**config.mk**
```make
export PLATFORM = sky130hd
export DESIGN_NAME = uart_rx_filter
export DESIGN_NICKNAME = d
export VERILOG_FILES = /design/src/rtl/uart_rx_pkg.sv /design/src/rtl/rx_sampler.sv /design/src/rtl/rx_framer.sv /design/src/rtl/addr_match.sv /design/src/rtl/uart_rx_filter.sv
export SDC_FILE = /design/constraint.sdc
export NUM_CORES = 1
export LEC_CHECK = 0
export BUFFER_PORTS_ARGS = -buffer_cell sky130_fd_sc_hd__buf_2
export CAP_MARGIN = 20
export CORE_MARGIN = 2
export CORE_UTILIZATION = 52
export DETAILED_ROUTE_END_ITERATION = 8
export PLACE_DENSITY = 0.81
export SETUP_SLACK_MARGIN = 0.3
export SYNTH_ARGS = -nofsm -noshare
export SYNTH_HDL_FRONTEND = slang
export SYNTH_SLANG_ARGS = --single-unit
```
**constraint.sdc**
```tcl
create_clock -name clk -period 1.8 [get_ports clk]
set_clock_uncertainty 0.15 [all_clocks]
set_input_delay 0.36 -clock clk [delete_from_list [all_inputs] [get_ports clk]]
set_output_delay 0.36 -clock clk [all_outputs]
set_load 0.01 [all_outputs]
```
**src/rtl/uart_rx_pkg.sv**
```systemverilog
package uart_rx_pkg;
  typedef enum logic {ST_IDLE, ST_BUSY} rx_state_e;
  localparam logic [1:0] SEL_ADDR = 2'd0;
  localparam logic [1:0] SEL_MASK = 2'd1;
  localparam logic [1:0] SEL_STAT = 2'd2;
endpackage

```
**src/rtl/rx_sampler.sv**
```systemverilog
// Counts oversampling ticks inside a bit and votes over the three mid samples.
module rx_sampler #(
  parameter int OSR = 16
) (
  input  logic clk,
  input  logic rst_n,
  input  logic tick,
  input  logic rx,
  input  logic run,
  input  logic restart,
  output logic bit_stb,
  output logic bit_val
);
  localparam int CW  = $clog2(OSR);
  localparam int MID = OSR / 2;

  logic [CW-1:0] cnt;
  logic          s_lo, s_mid;

  always_ff @(posedge clk or negedge rst_n) begin
    if (!rst_n) begin
      cnt   <= '0;
      s_lo  <= 1'b1;
      s_mid <= 1'b1;
    end else if (restart) begin
      cnt <= CW'(1);
    end else if (run && tick) begin
      cnt <= (cnt == CW'(OSR - 1)) ? '0 : cnt + 1'b1;
      if (cnt == CW'(MID - 1)) s_lo  <= rx;
      if (cnt == CW'(MID))     s_mid <= rx;
    end
  end

  assign bit_stb = run & tick & (cnt == CW'(MID + 1));
  assign bit_val = (s_lo & s_mid) | (s_lo & rx) | (s_mid & rx);
endmodule

```
**src/rtl/rx_framer.sv**
```systemverilog
// Tracks bit position inside a frame and assembles data, ninth bit and stop.
module rx_framer import uart_rx_pkg::*; #(
  parameter int DW = 8
) (
  input  logic          clk,
  input  logic          rst_n,
  input  logic          tick,
  input  logic          rx,
  input  logic          nine,
  input  logic          bit_stb,
  input  logic          bit_val,
  output logic          busy,
  output logic          restart,
  output logic          done,
  output logic [DW-1:0] data,
  output logic          b9,
  output logic          stop_ok
);
  localparam int IW = $clog2(DW + 3);

  rx_state_e     st;
  logic [IW-1:0] idx;
  logic [DW-1:0] shf;
  logic          x9;

  assign busy    = (st == ST_BUSY);
  assign restart = (st == ST_IDLE) & tick & ~rx;

  always_ff @(posedge clk or negedge rst_n) begin
    if (!rst_n) begin
      st      <= ST_IDLE;
      idx     <= '0;
      shf     <= '0;
      x9      <= 1'b0;
      done    <= 1'b0;
      data    <= '0;
      b9      <= 1'b0;
      stop_ok <= 1'b0;
    end else begin
      done <= 1'b0;
      if (restart) begin
        st  <= ST_BUSY;
        idx <= '0;
      end else if (busy && bit_stb) begin
        if (idx == '0) begin
          if (bit_val) st <= ST_IDLE;
          else         idx <= IW'(1);
        end else if (idx <= IW'(DW)) begin
          shf <= {bit_val, shf[DW-1:1]};
          idx <= idx + 1'b1;
        end else if (nine && idx == IW'(DW + 1)) begin
          x9  <= bit_val;
          idx <= idx + 1'b1;
        end else begin
          stop_ok <= bit_val;
          done    <= 1'b1;
          data    <= shf;
          b9      <= nine & x9;
          st      <= ST_IDLE;
        end
      end
    end
  end
endmodule

```
**src/rtl/addr_match.sv**
```systemverilog
// Direct (masked) and broadcast comparison of a received byte.
module addr_match #(
  parameter int DW = 8
) (
  input  logic [DW-1:0] rx,
  input  logic [DW-1:0] addr,
  input  logic [DW-1:0] mask,
  output logic          hit
);
  logic [DW-1:0] bcast;
  logic          direct, wide;

  always_comb begin
    bcast  = addr | mask;
    direct = (((rx ^ addr) & mask) == '0);
    wide   = (((rx ^ bcast) & bcast) == '0);
    hit    = direct | wide;
  end
endmodule

```
**src/rtl/uart_rx_filter.sv**
```systemverilog
module uart_rx_filter import uart_rx_pkg::*; #(
  parameter int DW  = 8,
  parameter int OSR = 16
) (
  input  logic          clk,
  input  logic          rst_n,
  input  logic          rx_i,
  input  logic          tick_i,
  input  logic          nine_i,
  input  logic          mpe_i,
  input  logic          cfg_we_i,
  input  logic [1:0]    cfg_sel_i,
  input  logic [DW-1:0] cfg_wdata_i,
  output logic [DW-1:0] cfg_rdata_o,
  output logic          out_valid_o,
  input  logic          out_ready_i,
  output logic [DW-1:0] out_data_o,
  output logic          out_bit9_o
);
  logic          bit_stb, bit_val, busy, restart;
  logic          frm_done, frm_stop_ok, frm_b9, hit;
  logic [DW-1:0] frm_data;
  logic [DW-1:0] addr_q, mask_q, data_q;
  logic          b9_q, valid_q, ferr_q;
  logic          qualify, drain, load, clr_ferr;

  rx_sampler #(.OSR(OSR)) u_smp (
    .clk(clk), .rst_n(rst_n), .tick(tick_i), .rx(rx_i),
    .run(busy), .restart(restart), .bit_stb(bit_stb), .bit_val(bit_val)
  );

  rx_framer #(.DW(DW)) u_frm (
    .clk(clk), .rst_n(rst_n), .tick(tick_i), .rx(rx_i), .nine(nine_i),
    .bit_stb(bit_stb), .bit_val(bit_val), .busy(busy), .restart(restart),
    .done(frm_done), .data(frm_data), .b9(frm_b9), .stop_ok(frm_stop_ok)
  );

  addr_match #(.DW(DW)) u_match (
    .rx(frm_data), .addr(addr_q), .mask(mask_q), .hit(hit)
  );

  always_comb begin
    if (!mpe_i)      qualify = 1'b1;
    else if (nine_i) qualify = frm_b9 & hit;
    else             qualify = frm_stop_ok & hit;
  end

  assign drain    = valid_q & out_ready_i;
  assign load     = frm_done & qualify & (~valid_q | drain);
  assign clr_ferr = cfg_we_i & (cfg_sel_i == SEL_STAT) & ~cfg_wdata_i[0];

  always_ff @(posedge clk or negedge rst_n) begin
    if (!rst_n) begin
      valid_q <= 1'b0;
      data_q  <= '0;
      b9_q    <= 1'b0;
      ferr_q  <= 1'b0;
      addr_q  <= '0;
      mask_q  <= '0;
    end else begin
      if (load) begin
        valid_q <= 1'b1;
        data_q  <= frm_data;
        b9_q    <= frm_b9;
      end else if (drain) begin
        valid_q <= 1'b0;
      end
      if (frm_done && !frm_stop_ok) ferr_q <= 1'b1;
      else if (clr_ferr)            ferr_q <= 1'b0;
      if (cfg_we_i && cfg_sel_i == SEL_ADDR) addr_q <= cfg_wdata_i;
      if (cfg_we_i && cfg_sel_i == SEL_MASK) mask_q <= cfg_wdata_i;
    end
  end

  always_comb begin
    case (cfg_sel_i)
      SEL_ADDR: cfg_rdata_o = addr_q;
      SEL_MASK: cfg_rdata_o = mask_q;
      SEL_STAT: cfg_rdata_o = {{(DW-1){1'b0}}, ferr_q};
      default:  cfg_rdata_o = '0;
    endcase
  end

  assign out_valid_o = valid_q;
  assign out_data_o  = data_q;
  assign out_bit9_o  = b9_q;
endmodule

```
# Yosys cells after proc, flatten, opt, wreduce, memory -nomap -nowiden
# Index checks and enable logic that the tools add are counted.
# totals
ff_bits	58
in_bits	18
elab_cells	113
# op_classes
add_sub_neg	2
n_lt_le_gt_ge	1
n_eq_ne	11
mux	27
bitwise_logic	32
n_reduce_logical	23
# op_table
cell	count
4-bit 2-to-1 mux	9
8-bit case mux with 3 select lines	1
1-bit 2-to-1 mux	17
8-bit AND	2
4-bit == test, second input constant	4
8-bit logical NOT	2
8-bit bitwise XOR	2
1-bit AND	15
5-bit AND reduction	2
3-bit by 2-bit inequality test with 1-bit output, second input constant	3
3-bit AND reduction	3
4-bit by 1-bit adder with 4-bit output, second input constant	2
1-bit NOT	8
8-bit bitwise OR	1
4-bit AND reduction	2
2-bit nonzero test	4
1-bit logical AND	6
4-bit by 3-bit == test with 1-bit output, second input constant	1
4-bit <= comparator, second input constant	1
4-bit logical NOT	1
1-bit bitwise OR	4
4-bit nonzero test	1
3-bit inequality test, second input constant	1
2-bit by 1-bit == test with 1-bit output, second input constant	1
3 further kinds	3

# Longest topological paths before layout
# depth
ltp_word	11
ltp_mapped	8
mapped_depth_nobuf	7

# Hierarchy
# From an unflattened synthesis, not the netlist that was laid out.
# hier_totals
cells_unflattened	225
area_unflattened_um2	2882.8
# modules_own_cells
module	instances	cells_per_inst	area_each_um2	seq_area_each_um2
uart_rx_filter	1	84	1194.9	675.6
rx_framer	1	82	1156.1	625.6
rx_sampler	1	33	345.3	152.6
addr_match	1	26	186.4	0.0

# Worst setup path before layout
# OpenSTA, ideal clock, no wires.
# synth_path
kind	reg-to-reg
start	register u_frm.idx[0]
end	register u_frm.data[1]
setup_ns	0.125
arrival_time_ns	1.653
path_slack_ns	-0.128
stages_incl_launch_ff	8
synth_period_minus_slack_ns	1.928
cell_sequence	dfrtp_1 -> inv_1 -> ha_1 -> or2b_1 -> nand2_1 -> nor3_4 -> buf_12 -> mux2_4
# synth_between
elab_chain_len	4
word_cells_on_any_way	8
cone_classes	order compare (1); eq/ne (1); bitwise (3); reduce/logical (3)
# synth_lines
element	line	rtl
start, declared	rx_framer.sv:22	logic [IW-1:0] idx;
start signal, assigned	rx_framer.sv:50	idx <= idx + 1'b1;
start signal, assigned	rx_framer.sv:53	idx <= idx + 1'b1;
branches (longest 3 deep; another with 4-bit <= comparator)	-	
5-bit AND reduction (no source line) (*)	-	
end signal, assigned	rx_framer.sv:36	data <= '0;
end signal, assigned	rx_framer.sv:57	data <= shf;
end, declared	rx_framer.sv:15	output logic [DW-1:0] data,
# Mark *: on every way between the ends.
# A chain may end at the register's enable or synchronous reset.

# Worst setup path in the final report
# layout_path
start	register u_frm.idx[0]
end	register u_frm.data[6]
# The elaborated chain is that of the path after synthesis.

==> run_results.csv <==
group,metric,value,unit
synthesis,synth-edff-count,0,
timing,fin_crit,1.972,ns
timing,fin_hold_ws,0.1192,ns
timing,maxSlewHeadroom,72.92,%
floorplanning,die_w,78.96,um
global_route,grt_start_max_net_pins,43,
route,routed_wl,6771,um
critical_path,critPathCapture,"u_frm.data[6]",
synthesis,synth-seq-cells,58,
floorplanning,start_util,53.38,%
synthesis,synth_top_cell_area_share,47.97,%
clock_tree,cts.root.buffer_cell,"clkbuf_8",
synthesis,netlist_top_cells_area,"dfrtp_1, mux2_2, mux2_4",
critical_path,reg2regPathDepth,7,
floorplanning,core,5473,um2
clock_tree,path_clk_slew,0.06,ns
critical_path,required,1.86,ns
cells_and_area,drive_above_1_share,58.91,%
placement,port_buffers,35,
power_and_ir_drop,p_switching,1.153,mW
critical_path,slowest_stage,"dfrtp_1",
floorplanning,num_rows,27,
timing,period_share,109.5,%
timing,final-setup-viol-count,32,
timing,fmax,0.5071,GHz
synthesis,netlist_instances,225,
placement,place_inst,370,
critical_path,critical_path_class,"reg -> reg",
critical_path,worstSetupStartpoint,"u_frm.idx[0]",
global_route,antenna_found_initial,0,
critical_path,cp-start-kind,"flop",
route,drtIter0Drc,112,
critical_path,path_max_fanout,5,
cells_and_area,syn_to_final_growth,40.51,%
critical_path,cp_num_cells,7,
placement,pre_cts_ws,-0.2208,ns
power_and_ir_drop,swShare,29.73,%
run_status,violations,"negative setup slack",
critical_path,crit_buf_inv,1,
floorplanning,die_y,78.96,um
placement,place.gp.congestion,0.8386,
synthesis,synth_nets,249,
clock_tree,clk_path_buf_depth,2,
critical_path,worstPathArrival,2.03,ns
critical_path,reg2reg_slack,-0.17,ns
critical_path,cp-end-kind,"flop",
clock_tree,cts_sinks,58,
synthesis,ys_types,48,
timing,worst_slack,-0.1718,ns
route,vias,2175,
power_and_ir_drop,clkPwrFrac,29.1,%
timing,tightest_slew,0.4062,ns
critical_path,rr_startpoint,"u_frm.idx[0]",
power_and_ir_drop,seqPwrFrac,41.4,%
placement,dp_hpwl,4231,um
synthesis,synth_top_cell_by_area,"dfrtp_1",
cells_and_area,final_cells,403,
synthesis,mappedNetlistArea,2922,um2
cells_and_area,diodes,0,
synthesis,synth_flop_cell,"dfrtp_1",
power_and_ir_drop,power_leakage,2.007,nW
clock_tree,htree_levels,3,
critical_path,reg2reg_to,"u_frm.data[6]",
route,first_pass_iters,4,
route,vias_per_cell,5.397,
global_route,grt_pass1_wl,10380,um
worst_hold_path,hp-class,"in -> reg",
critical_path,max_stage_delay,0.42,ns
timing,grt_setup_unrepaired,"yes",
synthesis,async_reset_ff_share,100.0,%
timing,hold_viol,0,
cells_and_area,num-nets-final,351,
power_and_ir_drop,power_density,944.9,nW/um2
clock_tree,cts_tree,"done",
synthesis,ys_warn_count,0,
route,drcViolationCount,0,
critical_path,cp_top_family,"simple AND/OR/NAND/NOR gates",
global_route,overflow,0,
run_status,outcome,"complete, but fails checks",
placement,place_area,3510,um2
cells_and_area,fin_area,4105,um2
timing,maxSlewViolCount,0,
power_and_ir_drop,peakVddDrop,0.0007122,V
flow_run,maxCapViolCount,0,
floorplanning,io_pins,36,
power_and_ir_drop,comb_power_share,29.5,%
global_route,grt_use_total,22.15,%
clock_tree,cts-buffers-inserted,9,
global_route,grt_pass1_vias,2169,
synthesis,ys_seq_area_share,49.76,%
clock_tree,clock_latency,0.33,ns
power_and_ir_drop,p_int,2.726,mW
critical_path,crit_chain,"ha_1 > nand2_1 > nor3_2 > nand2b_4 > nor3_4 > clkbuf_16 > mux2_4",
floorplanning,die-area,6234,um2
route,ant_nets,0,
synthesis,syn_avg_cell_area,12.98,um2
route,avgRoutedWirePerCell,16.80,um
power groups by stage:
| stage | clock [mW] | sequential [mW] | combinational (mW) |
|---|---|---|---|
| 2_1_floorplan | 0 | 1.62 | 0.448 |
| 3_3_place_gp | 0 | 1.59 | 0.829 |
| 3_5_place_dp | 0 | 1.60 | 0.854 |
| 4_1_cts | 1.15 | 1.59 | 0.954 |
| 5_1_grt | 1.21 | 1.62 | 1.25 |
| 6_report | 1.13 | 1.61 | 1.14 |
layout make-up:
class                           instances  area [um2]
Multi-Input combinational cell        157        1617
Sequential cell                        58        1455
Fill cell                             384        1368
Timing Repair Buffer                   94       728.2
Clock buffer                           13       178.9
Tap cell                               72       90.09
Inverter                                7       26.28
Clock inverter                          2       10.01
worst min path at each step:
stage	from	end	slack, ns	depth (start not counted)
6_report	mpe_i	out_valid_o	0.12	2
5_1_grt	cfg_wdata_i[3]	mask_q[3]	0.11	2
4_1_cts	mpe_i	out_valid_o	0.11	2
3_5_place_dp	rst_n	addr_q[0]	0.16	1
3_3_place_gp	rst_n	addr_q[0]	0.15	1
2_1_floorplan	rst_n	addr_q[0]	-0.09	0
sequential cells by signal (all words and copies together) (netlist names), 4 cells and up:
name        cells
u_frm.idx       4
u_frm.data      8
u_smp.cnt       4
u_frm.shf       8
mask_q          8
addr_q          8
out_data_o      8
worst reg2reg max path, delay by kind of cell (launching register included):
family	cells	cell delay (ns)
adders and majority gates	1	0.22
muxes	1	0.29
DFF	1	0.42
and+or+nand+nor	4	0.58
buffers and inverters	1	0.21
logic make-up (layout without fill, tap and decap cells):
| kind of cell | count (synthesis) | count (layout) | synth area share (%) |
|---|---|---|---|
| buffers and inverters | 10 | 116 | 1.884 |
| adders and majority gates | 7 | 7 | 2.912 |
| DFF | 58 | 58 | 49.76 |
| muxes | 56 | 56 | 23.34 |
| AOI/OAI and AO/OA | 33 | 33 | 8.737 |
| and+or+nand+nor | 53 | 53 | 10.96 |
| xor gates and xnor gates | 8 | 8 | 2.398 |
metrics by stage:
step | TNS (ns) | power, mW | util (%)
after floorplan | -0.9494 | 2.066 | -
after global placement | -2.445 | 2.421 | 64.13
after detailed placement | -3.370 | 2.456 | 64.13
after CTS | -2.686 | 3.687 | 71.40
after global routing | -5.257 | 4.091 | 75.01
final | -3.528 | 3.879 | 75.01
per-layer routing:
metal	vias to the layer above	routed length [um]	share of wire (%)	track usage, %
met5	-	0	0	0
met4	0	142	2.1	10.17
met3	13	271	4.0	4.659
met2	49	3596	53	37.26
met1	1094	2760	41	27.51
li1	1019	-	-	-
cells in the final DEF, fill, tap and decap left out, types with 3 or more instances in the layout:
master     n
dfrtp_1   55
buf_4     41
buf_2     35
mux2_4    29
mux2_2    17
nor2_1    13
clkbuf_8  13
buf_6     12
mux2i_1    8
nand2_1    8
xor2_1     8
o21bai_1   6
nand3_1    5
inv_1      4
a22oi_1    4
inv_2      3
nand3b_1   3
nor3_2     3
ha_1       3
buf_12     3
repair_timing:
item / 4_1_cts / 5_1_grt
hold buffers: 1 / 0
resized for setup: 33 / 26
gates cloned: 0 / 1
pin swaps: 12 / 9
setup endpoints to repair: 46 / 47
buffers inserted: 7 / 9
hold endpoints to repair: 14 / 0
Yosys cell counts, drive strengths merged (2+ instances only):
library cell  count
nand2b            3
inv               7
nand3b            3
nor2             15
nand2            11
dfrtp            56
xor2              8
a21oi             5
a21o              2
a22oi             4
ha                6
mux2i            10
dfstp             2
nor3              5
o2111ai           2
nand3             7
nor3b             2
mux2             46
o21ai             6
o21bai            6
buf               2
No activity file was read; power rests on OpenSTA's default activity.
